$ cat config.mk
export PLATFORM = sky130hd
export DESIGN_NAME = cap_blend_ctrl
export DESIGN_NICKNAME = d
export VERILOG_FILES = /design/src/rtl/cap_blend_pkg.sv /design/src/rtl/blend_pacer.sv /design/src/rtl/blend_ramp.sv /design/src/rtl/blend_fsm.sv /design/src/rtl/cap_blend_ctrl.sv
export SDC_FILE = /design/constraint.sdc
export NUM_CORES = 1
export LEC_CHECK = 0
export BUFFER_PORTS_ARGS = -buffer_cell sky130_fd_sc_hd__buf_2
export CAP_MARGIN = 40
export CORE_ASPECT_RATIO = 0.8
export CORE_MARGIN = 2
export CORE_UTILIZATION = 55
export DETAILED_ROUTE_END_ITERATION = 10
export GPL_ROUTABILITY_DRIVEN = 0
export PLACE_DENSITY = 0.78
export REMOVE_ABC_BUFFERS = 1
export SLEW_MARGIN = 25
export SYNTH_ARGS = -nofsm -noshare
export SYNTH_HDL_FRONTEND = slang
export SYNTH_SLANG_ARGS = --single-unit
$ cat constraint.sdc
create_clock -name clk -period 1.97 [get_ports clk]
set_clock_uncertainty 0.05 [all_clocks]
set_input_delay 0.197 -clock clk [delete_from_list [all_inputs] [get_ports clk]]
set_output_delay 0.197 -clock clk [all_outputs]
set_load 0.02 [all_outputs]
$ cat src/rtl/cap_blend_pkg.sv
package cap_blend_pkg;

  typedef enum logic [2:0] {
    PH_REST = 3'd0,
    PH_UP   = 3'd1,
    PH_CONN = 3'd2,
    PH_DN   = 3'd3,
    PH_BLD  = 3'd4,
    PH_FLT  = 3'd5
  } phase_e;

endpackage

$ cat src/rtl/blend_pacer.sv
// Interval counter: emits one tick every len_i cycles while run is high.
module blend_pacer #(
  parameter int W = 8
) (
  input  logic         clk,
  input  logic         rst_n,
  input  logic         restart,
  input  logic         run,
  input  logic [W-1:0] len_i,
  output logic         tick_o
);

  localparam logic [W-1:0] ONE = {{(W-1){1'b0}}, 1'b1};

  logic [W-1:0] cnt_q, cnt_d, len_eff;
  logic         cnt_en;

  always_comb begin
    len_eff = (len_i == '0) ? ONE : len_i;
    tick_o  = run && (cnt_q == (len_eff - ONE));
    cnt_en  = restart || run;
    if (restart || tick_o) cnt_d = '0;
    else                   cnt_d = cnt_q + ONE;
  end

  always_ff @(posedge clk or negedge rst_n) begin
    if (!rst_n)      cnt_q <= '0;
    else if (cnt_en) cnt_q <= cnt_d;
  end

endmodule

$ cat src/rtl/blend_ramp.sv
// Gate level code: clear has priority, then increment, then decrement.
module blend_ramp #(
  parameter int CODE_W = 8
) (
  input  logic              clk,
  input  logic              rst_n,
  input  logic              clr,
  input  logic              inc,
  input  logic              dec,
  output logic [CODE_W-1:0] code_o,
  output logic              near_top_o,
  output logic              at_zero_o
);

  localparam logic [CODE_W-1:0] TOP = '1;
  localparam logic [CODE_W-1:0] ONE = {{(CODE_W-1){1'b0}}, 1'b1};

  logic [CODE_W-1:0] code_q, code_d;
  logic              code_en;

  always_comb begin
    code_d  = code_q;
    code_en = clr || inc || dec;
    if (clr)                         code_d = '0;
    else if (inc && (code_q != TOP)) code_d = code_q + ONE;
    else if (dec && (code_q != '0))  code_d = code_q - ONE;
  end

  always_ff @(posedge clk or negedge rst_n) begin
    if (!rst_n)       code_q <= '0;
    else if (code_en) code_q <= code_d;
  end

  assign code_o     = code_q;
  assign near_top_o = (code_q == (TOP - ONE));
  assign at_zero_o  = (code_q == '0);

endmodule

$ cat src/rtl/blend_fsm.sv
// Phase sequencing, selection capture and ramp step decisions.
module blend_fsm
  import cap_blend_pkg::*;
#(
  parameter int NCAP = 4
) (
  input  logic            clk,
  input  logic            rst_n,
  input  logic            trig_i,
  input  logic            flt_i,
  input  logic            ovc_i,
  input  logic            near_top_i,
  input  logic            at_zero_i,
  input  logic            up_tick_i,
  input  logic            dn_tick_i,
  input  logic            bld_tick_i,
  input  logic [NCAP-1:0] sel_mask_i,
  output phase_e          phase_o,
  output logic [NCAP-1:0] mask_o,
  output logic            restart_o,
  output logic            inc_o,
  output logic            dec_o,
  output logic            clr_o,
  output logic            up_run_o,
  output logic            dn_run_o,
  output logic            bld_run_o
);

  phase_e          st_q, st_d;
  logic [NCAP-1:0] mask_q, mask_d;
  logic            mask_en;

  always_comb begin
    st_d    = st_q;
    mask_d  = mask_q;
    mask_en = 1'b0;
    inc_o   = 1'b0;
    dec_o   = 1'b0;
    clr_o   = 1'b0;
    unique case (st_q)
      PH_REST: begin
        if (trig_i) begin
          st_d    = PH_UP;
          mask_d  = sel_mask_i;
          mask_en = 1'b1;
        end
      end
      PH_UP: begin
        if (!trig_i) begin
          st_d = PH_DN;
        end else if (up_tick_i && !ovc_i) begin
          inc_o = 1'b1;
          if (near_top_i) st_d = PH_CONN;
        end
      end
      PH_CONN: begin
        if (!trig_i) st_d = PH_DN;
      end
      PH_DN: begin
        if (at_zero_i)      st_d  = PH_BLD;
        else if (dn_tick_i) dec_o = 1'b1;
      end
      PH_BLD: begin
        if (bld_tick_i) st_d = PH_REST;
      end
      PH_FLT: begin
        if (!trig_i) st_d = PH_BLD;
      end
      default: st_d = PH_REST;
    endcase
    if (flt_i) begin
      st_d    = PH_FLT;
      mask_en = 1'b0;
      inc_o   = 1'b0;
      dec_o   = 1'b0;
      clr_o   = 1'b1;
    end
  end

  always_ff @(posedge clk or negedge rst_n) begin
    if (!rst_n) st_q <= PH_REST;
    else        st_q <= st_d;
  end

  always_ff @(posedge clk or negedge rst_n) begin
    if (!rst_n)       mask_q <= '0;
    else if (mask_en) mask_q <= mask_d;
  end

  assign restart_o = (st_d != st_q);
  assign up_run_o  = (st_q == PH_UP);
  assign dn_run_o  = (st_q == PH_DN);
  assign bld_run_o = (st_q == PH_BLD);
  assign phase_o   = st_q;
  assign mask_o    = mask_q;

endmodule

$ cat src/rtl/cap_blend_ctrl.sv
// Top: pacing counters, ramp, sequencer and fault gating of the drives.
module cap_blend_ctrl
  import cap_blend_pkg::*;
#(
  parameter int NCAP   = 4,
  parameter int CODE_W = 8,
  parameter int PRE_W  = 16,
  parameter int BLD_W  = 16
) (
  input  logic              clk,
  input  logic              rst_n,
  input  logic              trig_i,
  input  logic              ovc_i,
  input  logic              ovv_i,
  input  logic              rev_i,
  input  logic [NCAP-1:0]   sel_mask_i,
  input  logic [PRE_W-1:0]  up_div_i,
  input  logic [PRE_W-1:0]  dn_div_i,
  input  logic [BLD_W-1:0]  bleed_len_i,
  output logic [CODE_W-1:0] gate_code_o,
  output logic [NCAP-1:0]   gate_en_o,
  output logic              relay_o,
  output logic [2:0]        phase_o,
  output logic              alert_o,
  output logic              lock_o
);

  localparam logic [PRE_W-1:0] P_ONE = {{(PRE_W-1){1'b0}}, 1'b1};

  // reset: asserted asynchronously, removed two edges after rst_n rises
  logic [1:0] rs_q;
  logic       rst_int_n;

  always_ff @(posedge clk or negedge rst_n) begin
    if (!rst_n) rs_q <= 2'b00;
    else        rs_q <= {rs_q[0], 1'b1};
  end
  assign rst_int_n = rs_q[1];

  logic flt;
  assign flt = ovv_i | rev_i;

  // down interval: never longer than the up interval minus one
  logic [PRE_W-1:0] up_eff, dn_eff, dn_use;
  always_comb begin
    up_eff = (up_div_i == '0) ? P_ONE : up_div_i;
    dn_eff = (dn_div_i == '0) ? P_ONE : dn_div_i;
    if (dn_eff < up_eff)   dn_use = dn_eff;
    else if (up_eff > P_ONE) dn_use = up_eff - P_ONE;
    else                   dn_use = P_ONE;
  end

  phase_e            st;
  logic [NCAP-1:0]   mask;
  logic              restart, inc, dec, clr;
  logic              up_run, dn_run, bld_run;
  logic              up_tick, dn_tick, bld_tick;
  logic [CODE_W-1:0] code;
  logic              near_top, at_zero;

  blend_pacer #(.W(PRE_W)) u_up_pace (
    .clk(clk), .rst_n(rst_int_n), .restart(restart), .run(up_run),
    .len_i(up_eff), .tick_o(up_tick)
  );

  blend_pacer #(.W(PRE_W)) u_dn_pace (
    .clk(clk), .rst_n(rst_int_n), .restart(restart), .run(dn_run),
    .len_i(dn_use), .tick_o(dn_tick)
  );

  blend_pacer #(.W(BLD_W)) u_bld_pace (
    .clk(clk), .rst_n(rst_int_n), .restart(restart), .run(bld_run),
    .len_i(bleed_len_i), .tick_o(bld_tick)
  );

  blend_ramp #(.CODE_W(CODE_W)) u_ramp (
    .clk(clk), .rst_n(rst_int_n), .clr(clr), .inc(inc), .dec(dec),
    .code_o(code), .near_top_o(near_top), .at_zero_o(at_zero)
  );

  blend_fsm #(.NCAP(NCAP)) u_fsm (
    .clk(clk), .rst_n(rst_int_n), .trig_i(trig_i), .flt_i(flt),
    .ovc_i(ovc_i), .near_top_i(near_top), .at_zero_i(at_zero),
    .up_tick_i(up_tick), .dn_tick_i(dn_tick), .bld_tick_i(bld_tick),
    .sel_mask_i(sel_mask_i), .phase_o(st), .mask_o(mask),
    .restart_o(restart), .inc_o(inc), .dec_o(dec), .clr_o(clr),
    .up_run_o(up_run), .dn_run_o(dn_run), .bld_run_o(bld_run)
  );

  logic linked, bleeding;
  assign linked   = (st == PH_UP) || (st == PH_CONN) || (st == PH_DN);
  assign bleeding = (st == PH_REST) || (st == PH_BLD);

  // fault cuts the gate level and relay combinationally, ahead of the state
  assign gate_code_o = flt ? '0 : code;
  assign relay_o     = linked && !flt;

  for (genvar i = 0; i < NCAP; i++) begin : g_gate
    always_comb begin
      if (flt)         gate_en_o[i] = 1'b0;
      else if (linked) gate_en_o[i] = mask[i];
      else             gate_en_o[i] = bleeding;
    end
  end

  assign phase_o = st;
  assign alert_o = flt || (st == PH_FLT);
  assign lock_o  = (st != PH_REST);

endmodule

==> results of run 1 <==
-- per-stage QoR --
step	setup WS, ps	TNS, ps
after floorplan	-3938	-183130
after global placement	-3559	-177430
after detailed placement	-3790	-186990
after CTS	-2994	-145260
-- per-layer routing --
layer | global-route usage | overflow
met1 | 0.7485 | 0
met2 | 0.8747 | 0
met3 | 0.6421 | 0
met4 | 0.6813 | 1
met5 | 0.2902 | 0
-- cell families after synthesis --
kind of cell | count (synthesis)
compound gates | 174
xor+xnor | 104
fa+ha+maj | 31
buf+inv | 93
flops | 65
mux | 24
other cells | 1
simple gates | 411
-- timing repair --
action	4_1_cts
buffers inserted	50
setup endpoints to repair	59
resized for setup	122
gates cloned	3
endpoints found under the hold margin	2
hold buffers	1
pin swaps	74
==> implementation parameters, run 1 <==
Parameter                              Value

Yosys
  Dominant combinational cell family by area after synthesis ... simple AND/OR/NAND/NOR gates
  Seq/Total Area, Yosys ... 0.2339
  Number of distinct standard cells referenced by the synthesized netlist ... 85
  Number of enable-type register cells in the synthesized netlist ... 0
  Synth Area in Compound Gates ... 0.1677
  Post-synth design cell area ... roughly 7000 um2
  Flop and latch count out of synthesis ... 65
  Top cells by area, synth ... sky130_fd_sc_hd__dfrtp_1 (23%), sky130_fd_sc_hd__xnor2_1 (7.9%), sky130_fd_sc_hd__nor2_1 (5.6%)
  Multiplexer area fraction after synthesis ... 0.03688
  Top post-synthesis cells by count ... sky130_fd_sc_hd__nor2_1 (104), sky130_fd_sc_hd__nand2_1 (71), sky130_fd_sc_hd__dfrtp_1 (65), sky130_fd_sc_hd__xnor2_1 (63)
  Top cell type's share of synthesized area ... 0.2339
  Post-synth top flop ... sky130_fd_sc_hd__dfrtp_1
  Library cell with the highest instance count after synthesis ... sky130_fd_sc_hd__nor2_1
  Basic-gate share of the synthesized area counting and, or, nand and nor cells ... 0.3163
  Ys Warns ... 0
  Synth Area in Adders ... 0.05685
  Top cell type by total area after synthesis ... sky130_fd_sc_hd__dfrtp_1
  Mean area per synthesized cell ... a little under 8 um2
  Share of the synthesized netlist area taken by xor and xnor gates ... 0.1330
  Cells after Synth ... 903
  Asr flop ratio synth ... 1.000

Clock network
  Clock tree root driver cell ... sky130_fd_sc_hd__clkbuf_16
  Clock Tree Buf Depth ... 2
  Deepest level of the CTS H-tree ... 3
  CTS sink cnt ... 65
  CTS buffer count ... 9

Die
  Placement row count ... 36
  Die width ... ~130 um
  Initial cell density of the core ... 0.5676
  Height of the chip ... approximately 100 um
  I/O pins ... 76

STA
  Worst EP Category ... register data pin
  Pin ending the worst setup path after global-route repair ... u_ramp.code_o[3]$_DFFE_PN0P_/D

Status
  Terminating stage of the flow ... global routing (5_1_grt)
  Stop Error ... [ERROR GRT-0232] Routing congestion too high. Check the congestion heatmap in the GUI.
  Run status ... did not finish

Global routing
  Pin count of the biggest net entering global routing ... a little over 40
  GRT Total Usage ... 0.7405
  Remaining Overflow, GRT ... 1

Place
  Detailed-placement wirelength estimate ... around 18000 um
  Number of I/O port buffers ... between 70 and 80
  Instance area after placement ... about 9300 um2
  Instance count after placement with tap cells included ... 1352
==> inputs of run 2 (changes only) <==
CORE_ASPECT_RATIO = not set   (was 0.8)
CORE_UTILIZATION = 40   (was 55)
PLACE_DENSITY = not set   (was 0.78)
PLACE_DENSITY_LB_ADDON = 0.15   (was not set)
clock period = 2.56 ns   (was 1.97 ns; I/O delays follow)
==> implementation parameters, run 2 <==
Parameter                              Value

STA
  Worst Hold Margin ... around 100 ps
  Measured slew at the worst slew-check pin ... 567.9 ps
  Period Utilization, post-route ... 1.963
  Unrepaired setup endpoints after global routing ... yes
  Number of hold violations in the final report ... 0
  Relative slew margins ... 0.6174
  Final setup viols ... 59
  Final worst-path setup slack ... -2465 ps
  Final Critical Period ... between 5000 and 6000 ps
  Final slew viol count ... 0
  Max Clk Rate ... approximately 0.20 GHz

Final layout
  Most common cell after layout, fill and taps aside ... sky130_fd_sc_hd__buf_4
  Number of non-filler instances in the completed layout ... about 1400
  Fraction of layout cells with a size suffix above 1 ... 0.3962
  Fill cell total of the finished layout ... 1487
  Antenna diode count ... 0
  Final instance area ... roughly 11000 um2
  Regs by FF count ... u_bld_pace.cnt_q: 16 flops, u_dn_pace.cnt_q: 16 flops, u_up_pace.cnt_q: 16 flops
  Area growth from synthesis to layout ... 51.33%
  Commonest cells after routing, fill and taps aside ... sky130_fd_sc_hd__buf_4 (259), sky130_fd_sc_hd__nor2_1 (97), sky130_fd_sc_hd__buf_2 (71), sky130_fd_sc_hd__nand2_1 (67), sky130_fd_sc_hd__dfrtp_1 (64)
  Nets ... approximately 1300

Clock network
  CTS buffer count ... 9
  Clock insertion delay at the later pin of the skew report ... 330 ps
  TritonCTS clock tree ... built
  CTS sink cnt ... between 60 and 70
  Deepest level of the CTS H-tree ... 3
  Clock tree root driver cell ... sky130_fd_sc_hd__clkbuf_16
  Clock-pin slew on the worst setup and hold paths ... approximately 60 ps
  Clock Tree Buf Depth ... 2

Critical path
  Count of cells along the worst register-to-register path ... 18
  Crit-path max FO ... 6
  Category of the worst setup path launch point ... primary input
  Setup crit end kind ... flop
  Worst r2r src ... u_up_pace.cnt_q[2]
  Crit path largest cell delay ... between 500 and 600 ps
  Worst r2r dst ... u_ramp.code_o[7]
  Crit path required time ... 2730 ps
  Cell with the largest stage delay on the worst path ... sky130_fd_sc_hd__or4b_4
  Data arrival time of the worst path ... around 5200 ps
  Slack of the worst reg-to-reg path ... -1480 ps
  Cell-by-cell trace of the critical path ... buf_2 -> nor4_4 -> a41oi_2 -> buf_4 -> ha_4 -> nor3b_4 -> a31oi_2 -> nor3_2 -> o211ai_1 -> or4_4 -> nor3_4 -> nor2_1 -> ha_2 -> buf_6 -> nand3_4 -> or4b_4 -> or4_1 -> o31a_1 -> or4bb_1 -> nand3_1 -> nand4_1 -> buf_6 -> o21a_4 -> mux2_4
  Category of the most critical setup path ... primary input to flop
  Cell mode on critical path ... sky130_fd_sc_hd__buf_6

Global routing
  Pin count of the biggest net entering global routing ... 45
  First-pass GRT wire length ... just under 40000 um
  Initial antenna violation count ... 0
  Remaining Overflow, GRT ... 0
  Vias in the first global route ... 7705
  GRT Total Usage ... 0.2651

Power and ir drop
  PwrDens ... 347.4 nW/um2
  Static leakage power ... roughly 4.7 nW
  Total power draw ... 3.656 mW
  Peak supply drop ... between 0.3 and 0.4 mV

Detailed routing
  Number of iterations in the first detailed-routing pass ... 5
  DRC Markers ... 0
  Violation count after the first detailed-route iteration ... ~540
  Detail Route Antenna Nets ... 0
  Per-cell via count in the routed design ... between 5 and 6
  Total detailed-routing wirelength ... approximately 24000 um
  Post-detailed-route wirelength per cell ... 16.80 um
  Vias after detailed routing ... 7950

Die
  Height of the chip ... 135.9 um
  I/O pins ... 76
  Die width ... 135.9 um
  Initial cell density of the core ... 0.4063
  Placement row count ... 48
  Area of the die ... around 18000 um2
  Core Region ... ~17000 um2

Yosys
  Number of distinct standard cells referenced by the synthesized netlist ... 85
  Top post-synthesis cells by count ... sky130_fd_sc_hd__nor2_1 (104), sky130_fd_sc_hd__nand2_1 (71), sky130_fd_sc_hd__dfrtp_1 (65), sky130_fd_sc_hd__xnor2_1 (63)
  Top cell type's share of synthesized area ... 0.2339
  Number of enable-type register cells in the synthesized netlist ... 0
  Post-synth design cell area ... roughly 7000 um2
  Flop and latch count out of synthesis ... 65
  Top cells by area, synth ... sky130_fd_sc_hd__dfrtp_1 (23%), sky130_fd_sc_hd__xnor2_1 (7.9%), sky130_fd_sc_hd__nor2_1 (5.6%)
  Top cell type by total area after synthesis ... sky130_fd_sc_hd__dfrtp_1
  Cells after Synth ... about 900
  Post-synth top flop ... sky130_fd_sc_hd__dfrtp_1
  Seq/Total Area, Yosys ... 0.2339
  Library cell with the highest instance count after synthesis ... sky130_fd_sc_hd__nor2_1
  Mean area per synthesized cell ... between 7 and 8 um2
  Asr flop ratio synth ... 1.000
  Ys Warns ... 0

Status
  Failing checks ... negative setup slack
  Run status ... finished with violations

Place
  Detailed-placement wirelength estimate ... 17950 um
  Instance area after placement ... 9284 um2
  Instance count after placement with tap cells included ... 1395
  Worst slack after detailed placement ... -3278 ps
  Number of I/O port buffers ... 75

Run
  Max-capacitance violation count ... 0

Hold path
  Worst min path class ... primary input to flop
  Hold-critical path depth ... 2
  Worst hold path startpoint ... sel_mask_i[0]
  Destination of the worst hold path ... u_fsm.mask_o[0]
[run 2: cell counts after synthesis]
Identical to the previous run, type by type.
[run 2: worst max path at each step]
| stage | start | to |
|---|---|---|
| after detailed placement | up_div_i[12] | u_ramp.code_o[1] |
| final | up_div_i[8] | u_ramp.code_o[1] |
| after global placement | up_div_i[12] | u_ramp.code_o[4] |
| after global routing | up_div_i[8] | u_ramp.code_o[4] |
| after CTS | up_div_i[14] | u_ramp.code_o[7] |
| after floorplan | up_div_i[8] | u_ramp.code_o[7] |
[run 2: repair_timing]
item,CTS,global route
gates cloned,4,0
setup buffers,29,9
endpoints found under the hold margin,2,0
resized for setup,99,41
pin swaps,66,36
hold buffers,1,0
endpoints found under the setup margin,59,59
[run 2: cells by family after synthesis]
| group | share of synthesized area |
|---|---|
| simple gates | 0.3163 |
| fa+ha+maj | 0.05686 |
| xor+xnor | 0.1330 |
| flops | 0.2339 |
| mux | 0.03688 |
| compound gates | 0.1677 |
| buf+inv | 0.05487 |
| other cells | 0.0005392 |
[run 2: cell type report]
class                   instances  area, um2  area share
multi-input cells             746       5446      0.5175
repair buffers                364       2754      0.2617
flip-flops and latches         65       1628      0.1547
well taps                     225      281.5     0.02675
clock buffers                  11      232.7     0.02211
inverters                      33      123.9     0.01177
clock inverters                 5      57.56    0.005469
[run 2: worst max-delay path, delay by kind of cell]
kind,cells,cell delay [ps]
buf+inv,4,590
fa+ha+maj,2,400
compound gates,5,1020
mux,1,300
simple gates,12,2600
[run 2: power breakdown]
part           internal, mW  switching (mW)
Combinational         0.678           0.677
Clock                 0.752           0.468
Sequential             1.06          0.0244
[run 2: per-layer routing]
| metal | up-vias | part of all wire | track usage |
|---|---|---|---|
| met5 | - | 0 | 0 |
| met4 | 0 | 0.026 | 0.09028 |
| met3 | 48 | 0.045 | 0.02722 |
| met2 | 257 | 0.49 | 0.4585 |
| met1 | 3765 | 0.44 | 0.3452 |
| li1 | 3880 | - | - |
[run 2: metrics by stage]
stage / util / setup TNS (ps)
floorplan: - / -150290
global placement: 0.5424 / -156700
detailed placement: 0.5424 / -159560
CTS: 0.6046 / -115860
global route: 0.6148 / -130740
finish: 0.6148 / -119080
Power figures use the tool's default switching activity.
